## config.mk

```make
export PLATFORM = sky130hd
export DESIGN_NAME = dspace_agu
export DESIGN_NICKNAME = d
export VERILOG_FILES = /design/src/rtl/agu_pkg.sv /design/src/rtl/agu_addr_calc.sv /design/src/rtl/agu_region_dec.sv /design/src/rtl/agu_access_ctl.sv /design/src/rtl/dspace_agu.sv
export SDC_FILE = /design/constraint.sdc
export NUM_CORES = 1
export LEC_CHECK = 0
export ABC_AREA = 1
export BUFFER_PORTS_ARGS = -buffer_cell sky130_fd_sc_hd__buf_4
export CAP_MARGIN = 20
export CORE_ASPECT_RATIO = 2
export CORE_MARGIN = 3
export CORE_UTILIZATION = 53
export DETAILED_ROUTE_END_ITERATION = 7
export PLACE_DENSITY_LB_ADDON = 0.12
export SYNTH_ARGS = -nofsm -noshare
export SYNTH_HDL_FRONTEND = slang
export SYNTH_SLANG_ARGS = --single-unit
```

## constraint.sdc

```tcl
create_clock -name clk -period 3.5 [get_ports clk]
set_clock_uncertainty 0.2 [all_clocks]
set_input_delay 0.175 -clock clk [delete_from_list [all_inputs] [get_ports clk]]
set_output_delay 0.175 -clock clk [all_outputs]
set_load 0.02 [all_outputs]
```

## src/rtl/agu_pkg.sv

```systemverilog
package agu_pkg;
  typedef enum logic [2:0] {
    AM_DIRECT  = 3'd0,
    AM_IND     = 3'd1,
    AM_DISP    = 3'd2,
    AM_PREDEC  = 3'd3,
    AM_POSTINC = 3'd4
  } amode_e;

  typedef enum logic [1:0] {
    PS_X   = 2'd0,
    PS_Y   = 2'd1,
    PS_Z   = 2'd2,
    PS_BAD = 2'd3
  } psel_e;

  typedef enum logic [1:0] {
    RG_RF   = 2'd0,
    RG_IO   = 2'd1,
    RG_SRAM = 2'd2,
    RG_NONE = 2'd3
  } region_e;
endpackage

```

## src/rtl/agu_addr_calc.sv

```systemverilog
module agu_addr_calc
  import agu_pkg::*;
#(
  parameter int AW     = 16,
  parameter int DISP_W = 6
) (
  input  logic [2:0]        mode,
  input  logic [1:0]        psel,
  input  logic [DISP_W-1:0] disp,
  input  logic [AW-1:0]     direct_addr,
  input  logic [AW-1:0]     px,
  input  logic [AW-1:0]     py,
  input  logic [AW-1:0]     pz,
  output logic [AW-1:0]     ea,
  output logic              wb_en,
  output logic [AW-1:0]     wb_data,
  output logic              illegal
);
  logic [AW-1:0] base, base_dec, base_inc;
  logic          ptr_ok;

  always_comb begin
    case (psel_e'(psel))
      PS_X:    base = px;
      PS_Y:    base = py;
      default: base = pz;
    endcase
    ptr_ok   = (psel_e'(psel) != PS_BAD);
    base_dec = base - AW'(1);
    base_inc = base + AW'(1);
  end

  always_comb begin
    ea      = '0;
    wb_en   = 1'b0;
    wb_data = base;
    illegal = 1'b0;
    case (amode_e'(mode))
      AM_DIRECT: ea = direct_addr;
      AM_IND: begin
        if (ptr_ok) ea = base;
        else        illegal = 1'b1;
      end
      AM_DISP: begin
        if (ptr_ok && psel_e'(psel) != PS_X) ea = base + AW'(disp);
        else                                  illegal = 1'b1;
      end
      AM_PREDEC: begin
        if (ptr_ok) begin
          ea      = base_dec;
          wb_en   = 1'b1;
          wb_data = base_dec;
        end else begin
          illegal = 1'b1;
        end
      end
      AM_POSTINC: begin
        if (ptr_ok) begin
          ea      = base;
          wb_en   = 1'b1;
          wb_data = base_inc;
        end else begin
          illegal = 1'b1;
        end
      end
      default: illegal = 1'b1;
    endcase
  end
endmodule

```

## src/rtl/agu_region_dec.sv

```systemverilog
module agu_region_dec
  import agu_pkg::*;
#(
  parameter int AW     = 16,
  parameter int RF_N   = 32,
  parameter int IO_N   = 64,
  parameter int SRAM_N = 128
) (
  input  logic [AW-1:0] addr,
  output region_e       region
);
  localparam logic [AW-1:0] IO_BASE   = AW'(RF_N);
  localparam logic [AW-1:0] SRAM_BASE = AW'(RF_N + IO_N);
  localparam logic [AW-1:0] MAP_END   = AW'(RF_N + IO_N + SRAM_N);

  always_comb begin
    if (addr < IO_BASE)        region = RG_RF;
    else if (addr < SRAM_BASE) region = RG_IO;
    else if (addr < MAP_END)   region = RG_SRAM;
    else                       region = RG_NONE;
  end
endmodule

```

## src/rtl/agu_access_ctl.sv

```systemverilog
module agu_access_ctl #(
  parameter int SLOW_LAT = 2
) (
  input  logic clk,
  input  logic rst_n,
  input  logic accept,
  input  logic slow,
  output logic active,
  output logic busy,
  output logic done
);
  localparam int CW = (SLOW_LAT > 1) ? $clog2(SLOW_LAT) : 1;
  localparam logic [CW-1:0] SLOW_LOAD = CW'(SLOW_LAT - 1);

  logic          act_q;
  logic [CW-1:0] cnt_q;

  always_ff @(posedge clk) begin
    if (!rst_n) begin
      act_q <= 1'b0;
      cnt_q <= '0;
    end else if (accept) begin
      act_q <= 1'b1;
      cnt_q <= slow ? SLOW_LOAD : '0;
    end else if (act_q && cnt_q != '0) begin
      cnt_q <= cnt_q - CW'(1);
    end else begin
      act_q <= 1'b0;
    end
  end

  assign active = act_q;
  assign busy   = act_q && (cnt_q != '0);
  assign done   = act_q && (cnt_q == '0);
endmodule

```

## src/rtl/dspace_agu.sv

```systemverilog
module dspace_agu
  import agu_pkg::*;
#(
  parameter int AW       = 16,
  parameter int DISP_W   = 6,
  parameter int RF_N     = 32,
  parameter int IO_N     = 64,
  parameter int SRAM_N   = 128,
  parameter int SRAM_LAT = 2
) (
  input  logic              clk,
  input  logic              rst_n,
  input  logic              req_valid,
  output logic              req_ready,
  input  logic [2:0]        mode,
  input  logic [1:0]        ptr_sel,
  input  logic [DISP_W-1:0] disp,
  input  logic [AW-1:0]     direct_addr,
  input  logic [AW-1:0]     ptr_x,
  input  logic [AW-1:0]     ptr_y,
  input  logic [AW-1:0]     ptr_z,
  output logic [AW-1:0]     ea,
  output logic              sel_rf,
  output logic              sel_io,
  output logic              sel_sram,
  output logic              oor,
  output logic              mode_err,
  output logic              wb_valid,
  output logic [1:0]        wb_ptr,
  output logic [AW-1:0]     wb_data,
  output logic              busy,
  output logic              done
);
  logic [AW-1:0] ea_c, wbd_c;
  logic          wb_en_c, illegal_c, accept, active;
  region_e       region_c;

  logic [AW-1:0] ea_q, wbd_q;
  logic [1:0]    wbp_q;
  logic          err_q, wb_en_q;
  region_e       rg_q;

  agu_addr_calc #(.AW(AW), .DISP_W(DISP_W)) u_calc (
    .mode(mode), .psel(ptr_sel), .disp(disp), .direct_addr(direct_addr),
    .px(ptr_x), .py(ptr_y), .pz(ptr_z),
    .ea(ea_c), .wb_en(wb_en_c), .wb_data(wbd_c), .illegal(illegal_c)
  );

  agu_region_dec #(.AW(AW), .RF_N(RF_N), .IO_N(IO_N), .SRAM_N(SRAM_N)) u_dec (
    .addr(ea_c), .region(region_c)
  );

  agu_access_ctl #(.SLOW_LAT(SRAM_LAT)) u_ctl (
    .clk(clk), .rst_n(rst_n), .accept(accept),
    .slow(region_c == RG_SRAM && !illegal_c),
    .active(active), .busy(busy), .done(done)
  );

  assign req_ready = !busy;
  assign accept    = req_valid && req_ready;

  always_ff @(posedge clk) begin
    if (!rst_n) begin
      ea_q    <= '0;
      wbd_q   <= '0;
      wbp_q   <= '0;
      err_q   <= 1'b0;
      wb_en_q <= 1'b0;
      rg_q    <= RG_NONE;
    end else if (accept) begin
      ea_q    <= ea_c;
      wbd_q   <= wbd_c;
      wbp_q   <= ptr_sel;
      err_q   <= illegal_c;
      wb_en_q <= wb_en_c && !illegal_c;
      rg_q    <= illegal_c ? RG_NONE : region_c;
    end
  end

  assign ea       = ea_q;
  assign sel_rf   = active && rg_q == RG_RF;
  assign sel_io   = active && rg_q == RG_IO;
  assign sel_sram = active && rg_q == RG_SRAM;
  assign oor      = done && rg_q == RG_NONE && !err_q;
  assign mode_err = done && err_q;
  assign wb_valid = done && wb_en_q;
  assign wb_ptr   = wbp_q;
  assign wb_data  = wbd_q;
endmodule

```

# Word level (Yosys, flattened, before mapping)
# Cells that the tools add are included.
totals:
  wordCells: 73
  inputBits: 78
  register_bits: 40
  output_inout_bits: 43
classes:
  reduce_logical: 24
  bitwise: 1
  addsub: 4
  eq_ne: 11
  muxes: 22
  n_lt_le_gt_ge: 3
op_table:
  columns: ["operator", "n"]
  rows:
  - ["$mux W16", 5]
  - ["$pmux W16 S2", 2]
  - ["$pmux W16 S4", 1]
  - ["$add A16 B1 Y16 const B", 1]
  - ["$add A16 B6 Y16", 1]
  - ["$lt A16 B6 Y1 const B", 1]
  - ["$lt A16 B7 Y1 const B", 1]
  - ["$lt A16 B8 Y1 const B", 1]
  - ["$sub A16 B1 Y16 const B", 1]
  - ["$logic_and A1 B1 Y1", 13]
  - ["$mux W1", 10]
  - ["$eq A2 B2 Y1 const B", 3]
  - ["$eq A3 B2 Y1 const B", 2]
  - ["$mux W2", 3]
  - ["$eq A2 B1 Y1 const B", 2]
  - ["$logic_not A2 Y1", 2]
  - ["$reduce_bool A2 Y1", 2]
  - ["$reduce_or A2 Y1", 2]
  - ["$eq A3 B1 Y1 const B", 1]
  - ["$eq A3 B3 Y1 const B", 1]
  - ["$logic_not A1 Y1", 3]
  - ["$logic_not A3 Y1", 1]
  - ["$pmux W1 S3", 1]
  - ["$reduce_or A3 Y1", 1]
  - ["4 further kinds", 4]

# Longest topological paths before layout
logic_depth:
  ltp_word: 13
  ltp_mapped: 25
  depth_no_buf: 23

# Modules after synthesis
# From an unflattened synthesis, not the netlist that was laid out.
hier_totals:
  cells_unflattened: 744
  hier_area_um2: 4331.7
modules_own_cells:
  columns: ["module", "area_each_um2", "instances", "cells_each", "seq_area_each_um2"]
  rows:
  - ["agu_addr_calc", 2501.1, 1, 458, 0.0]
  - ["dspace_agu", 1690.4, 1, 261, 760.7]
  - ["agu_access_ctl", 85.1, 1, 12, 40.0]
  - ["agu_region_dec", 55.1, 1, 13, 0.0]

# Worst setup path before layout
# Ideal clock, no wire load.
synth_path:
  path_type: "input port to flip-flop"
  startpoint: "in ptr_sel[1]"
  endpoint: "reg rg_q[1]"
  arrival_ps: 2639
  path_stages: 23
  path_buffers: 2
  t_required_ps: 3179
  setup_time_ps: 121
  path_slack_ps: 540
  path_cell_list: "inv_1 > ha_1 > buf_6 > nor2_8 > buf_8 > nand2_1 > nand3_1 > ha_1 > fa_1 > inv_1 > nor3_1 > nor2_1 > nor2_4 > nand2_1 > nand2_1 > nand3_1 > nand3_1 > nor2_1 > nand2_1 > nor2_2 > nand3_1 > nand2_1 > nand3_1"
synth_via:
  elab_chain_len: 9
  word_cells_on_any_way: 20
  classes_between: "2 x add/sub; 2 x order compare; 2 x eq/ne; 11 x mux; 3 x reduce/logical"
synth_rtl:
  columns: ["item", "line_no", "source"]
  rows:
  - ["from (decl)", "dspace_agu.sv:16", "input logic [1:0] ptr_sel,"]
  - ["$eq A2 B1 Y1 or $logic_not A2 Y1 (tied branches)", "agu_addr_calc.sv:23", "case (psel_e'(psel))"]
  - ["$pmux W16 S2", "agu_addr_calc.sv:23", null]
  - ["$sub A16 B1 Y16 or $add A16 B6 Y16 (tied branches)", "agu_addr_calc.sv:29, agu_addr_calc.sv:45", null]
  - ["$mux W16, on equally long branches", "agu_addr_calc.sv:49, agu_addr_calc.sv:45", null]
  - ["$pmux W16 S4", "agu_addr_calc.sv:38", "case (amode_e'(mode))"]
  - ["$lt A16 B7 Y1", "agu_region_dec.sv:18", "else if (addr < SRAM_BASE) region = RG_IO;"]
  - ["$mux W2", "agu_region_dec.sv:18", null]
  - ["$mux W2", "agu_region_dec.sv:17", "if (addr < IO_BASE) region = RG_RF;"]
  - ["$mux W2 *", "dspace_agu.sv:76", "rg_q <= illegal_c ? RG_NONE : region_c;"]
  - ["to (signal assigned)", "dspace_agu.sv:76", null]
  - ["to (decl)", "dspace_agu.sv:41", "region_e rg_q;"]
# Mark *: on every way between the ends. The rest lies on a longest branch, timed or not.
# A chain may end at the register's enable or synchronous reset.

# Worst setup path after layout
layout_path:
  startpoint: "in ptr_sel[0]"
  endpoint: "reg u_ctl.cnt_q"
layout_via:
  elab_chain_len: 13
  word_cells_on_any_way: 26
  classes_between: "2 x add/sub; 3 x order compare; 3 x eq/ne; 13 x mux; 5 x reduce/logical"
layout_rtl:
  columns: ["item", "line_no", "source"]
  rows:
  - ["$eq A2 B1 Y1 or $logic_not A2 Y1 (tied branches)", "agu_addr_calc.sv:23", null]
  - ["$pmux W16 S2", "agu_addr_calc.sv:23", null]
  - ["$sub A16 B1 Y16 or $add A16 B6 Y16 (tied branches)", "agu_addr_calc.sv:29, agu_addr_calc.sv:45", null]
  - ["$mux W16, on equally long branches", "agu_addr_calc.sv:49, agu_addr_calc.sv:45", null]
  - ["$pmux W16 S4", "agu_addr_calc.sv:38", null]
  - ["$lt A16 B8 Y1", "agu_region_dec.sv:19", "else if (addr < MAP_END) region = RG_SRAM;"]
  - ["$mux W1", "agu_region_dec.sv:19", null]
  - ["$mux W2", "agu_region_dec.sv:18", null]
  - ["$mux W2", "agu_region_dec.sv:17", null]
  - ["$eq A2 B2 Y1", "dspace_agu.sv:55", ".slow(region_c == RG_SRAM && !illegal_c),"]
  - ["$logic_and A1 B1 Y1 *", "dspace_agu.sv:55", null]
  - ["$mux W1 *", "agu_access_ctl.sv:24", "cnt_q <= slow ? SLOW_LOAD : '0;"]
  - ["$mux W1 *", "agu_access_ctl.sv:22", "end else if (accept) begin"]
  - ["to (signal assigned)", "agu_access_ctl.sv:24", null]
  - ["to (signal assigned)", "agu_access_ctl.sv:26", "cnt_q <= cnt_q - CW'(1);"]
  - ["to (decl)", "agu_access_ctl.sv:16", "logic [CW-1:0] cnt_q;"]
# Marks and branches as above.

==> results.py <==
metrics = {
    "layout": {
        "fillers": 611,
        "layout.nets": 863,
        "final_layout_size_suffix_gt1_share_pct": 27.0,
        "postLayoutCoreUtil_pct": 73.5,
        "syn_to_final_growth_pct": 32.9,
        "antennaDiodeCount": 0,
    },
    "global_route": {
        "grt_overflow": 0,
        "grt_max_degree": 50,
        "grtUsageTotal_pct": 33.1,
        "antenna_found_initial": 0,
        "grt_pass1_wl_um": 21900,
        "grt_pass1_vias": 4643,
    },
    "sta": {
        "setup_tns_ps": 0,
        "setup_violations": 0,
        "maxSlewHeadroom_pct": 56.0,
        "fin_crit_sh_pct": 90.9,
        "worst_pin_slew_ps": 658,
        "worst_slack_ps": 319,
        "maxSlewViolCount": 0,
        "hold_viol": 0,
        "rsz0062_at_grt": "false",
        "fmax_ghz": 0.314,
        "finalCriticalPeriod_ps": 3180,
    },
    "placement": {
        "io_buffers": 120,
        "gp_congestion": 1.02,
        "post-place-ws_ps": 61.1,
        "hpwl_um": 10800,
    },
    "die": {
        "fp.dieH_um": 127,
        "dieWidth_um": 66.4,
        "core_area_um2": 6990,
        "num_rows": 43,
        "start_util_pct": 55.3,
        "num_io_pins": 121,
        "dieArea_um2": 8420,
    },
    "detailed_routing": {
        "wl_um": 13900,
        "drc": 0,
        "num_vias": 4897,
        "vias_per_cell": 5.69,
        "drt-initial-drc-count": 456,
        "first_pass_iters": 6,
        "ant_nets": 0,
        "wl_per_cell_um": 16.2,
    },
    "logic_synthesis": {
        "yosys_warnings": 0,
        "yosys.area.top_type_share_pct": 20.7,
        "synth_edf_count": 0,
        "synth_ff_type": "dfxtp_1",
        "yosysTopAreaCell": "dfxtp_1",
        "ys_seq_area_share_pct": 20.7,
        "avgSynthCellArea_um2": 6.03,
        "synthTopCellsByCount": "nand2_1, inv_1, nor2_1",
        "async_flop_share_pct": 0,
        "synth-seq-cells": 40,
        "synthDistinctLibCells": 44,
        "synth_nets": 733,
        "synth_most_common_cell": "nand2_1",
        "ys_top_cells_by_area": "dfxtp_1, nand2_1, nand3_1",
        "synthCells": 641,
        "syn_area_um2": 3870,
    },
    "power": {
        "switching_share_pct": 34.8,
        "p_clk_share_pct": 33.8,
        "seq_power_share_pct": 28.9,
        "p_leak_nw": 2.58,
        "combinationalPowerShare_pct": 37.3,
        "peakVddDrop_mv": 0.183,
        "totalPowerFinal_mw": 1.76,
        "p_int_mw": 1.15,
        "switching_power_uw": 613,
        "p_per_area_nw_per_um2": 342,
    },
    "clock_network": {
        "cts_root_buffer": "clkbuf_16",
        "clkSlewWorstSetupHoldPaths_ps": 60,
        "cts_tree": "yes",
        "htreeDepth": 2,
        "clk_latency_ps": 280,
        "cts.sinks": 40,
        "clock_path_buffers": 2,
        "cts_buffers": 5,
    },
    "status": {
        "outcome": "complete, no violations",
    },
    "setup_path": {
        "worstPathRequired_ps": 3500,
        "path_max_fanout": 8,
        "worstPathArrival_ps": 3180,
        "cp-start-kind": "primary input",
        "end_kind": "register",
        "setup.worst_path.class": "in2reg",
    },
    "job": {
        "maxCapViolations": 0,
    },
    "hold_path": {
        "hp-class": "in2reg",
    },
}
## kinds of logic after synthesis
family | Yosys count | synth area share [%]
simple gates | 350 | 42.1
compound gates | 132 | 20.2
buf+inv | 101 | 11.3
flops | 40 | 20.7
fa+ha+maj | 14 | 4.73
xor+xnor | 4 | 0.906
## registers in the layout (all words and copies together), names as in the netlist
name / cells
wb_en_q: 1
ea: 16
wb_ptr: 2
u_ctl.cnt_q: 1
err_q: 1
rg_q: 2
u_ctl.active: 1
wb_data: 16
## stage by stage
| step | std cells | hold slack [ps] | cell area, um^2 |
|---|---|---|---|
| after global placement | 849 | 252 | 4890 |
| after floorplan | 641 | 129 | 3870 |
| after detailed placement | 849 | 258 | 4890 |
| after CTS | 858 | 2.29 | 5100 |
| final | 861 | 15.3 | 5140 |
| after global routing | 861 | 15.6 | 5140 |
## layout make-up
class	count	area, um^2	share of cell area [%]
Sequential cell	40	801	15.6
Tap cell	90	113	2.19
Clock inverter	2	60.1	1.17
Inverter	78	293	5.70
Clock buffer	5	125	2.43
Timing Repair Buffer	146	1110	21.7
Multi-Input combinational cell	500	2640	51.3
## worst paths after layout
check	from	to	slack (ps)	cells past startpoint
max	ptr_sel[0]	u_ctl.cnt_q	320	23
min	ptr_sel[0]	wb_ptr[0]	20	3
max reg2reg	u_ctl.cnt_q	wb_data[13]	1570	7
min reg2reg	ea[3]	ea[3]	270	2
## metal layers
metal,track usage [%],vias up,part of all wire (%)
met1,36.6,2202,36
met5,0,-,0
met3,3.01,46,6.8
met2,60.2,272,53
met4,16.6,0,3.9
li1,-,2377,-
## critical path, stage by stage
cell,delay (ps)
buf_4,120
inv_1,80
ha_2,310
nor2_8,90
buf_4,140
a21oi_2,150
inv_1,80
buf_4,150
fa_1,430
inv_1,110
nor3_1,60
nor2_1,100
buf_4,140
nor2_4,50
nand3_1,70
nand2_1,50
nand3_1,60
nand3_1,110
nor2_1,160
nand2_1,90
nor2_2,140
nand4_1,120
a21oi_1,170
## power by group through the flow
stage	Clock (mW)	Sequential [mW]	Combinational [mW]
final	0.595	0.508	0.657
after global routing	0.612	0.511	0.720
after CTS	0.594	0.508	0.640
after detailed placement	0	0.517	0.634
after global placement	0	0.515	0.620
after floorplan	0	0.550	0.367
## repair_timing
| action | CTS | global route |
|---|---|---|
| setup endpoints to repair | 0 | 3 |
| buffers inserted | 0 | 3 |
| gates resized for setup | 0 | 2 |
| hold endpoints to repair | 2 | 0 |
| hold buffers | 2 | 0 |
## cells in the final DEF, fill, tap and decap left out, types with 3 or more instances in the layout
master     Yosys  final
a21oi_1       40     40
a31oi_1        6      6
nand2_1      159    159
xor2_1         4      4
inv_1         67     67
nand4_1        9      9
ha_1          13     11
clkbuf_16      0      5
nand3_1       61     61
inv_2          7      7
nor2_4         4      4
dfxtp_1       40     40
o211ai_1       6      6
nand2_4        6      6
nand2_2       16     16
o21ai_1        3      3
a22oi_1       11     11
nor2_2         8      9
o21ai_0       50     50
buf_4          4    143
nor2_1        67     66
nand3_2        5      5
clkinv_1       4      4
nor3_1        10     10
Note: power is estimated with default switching activity, not from simulation.
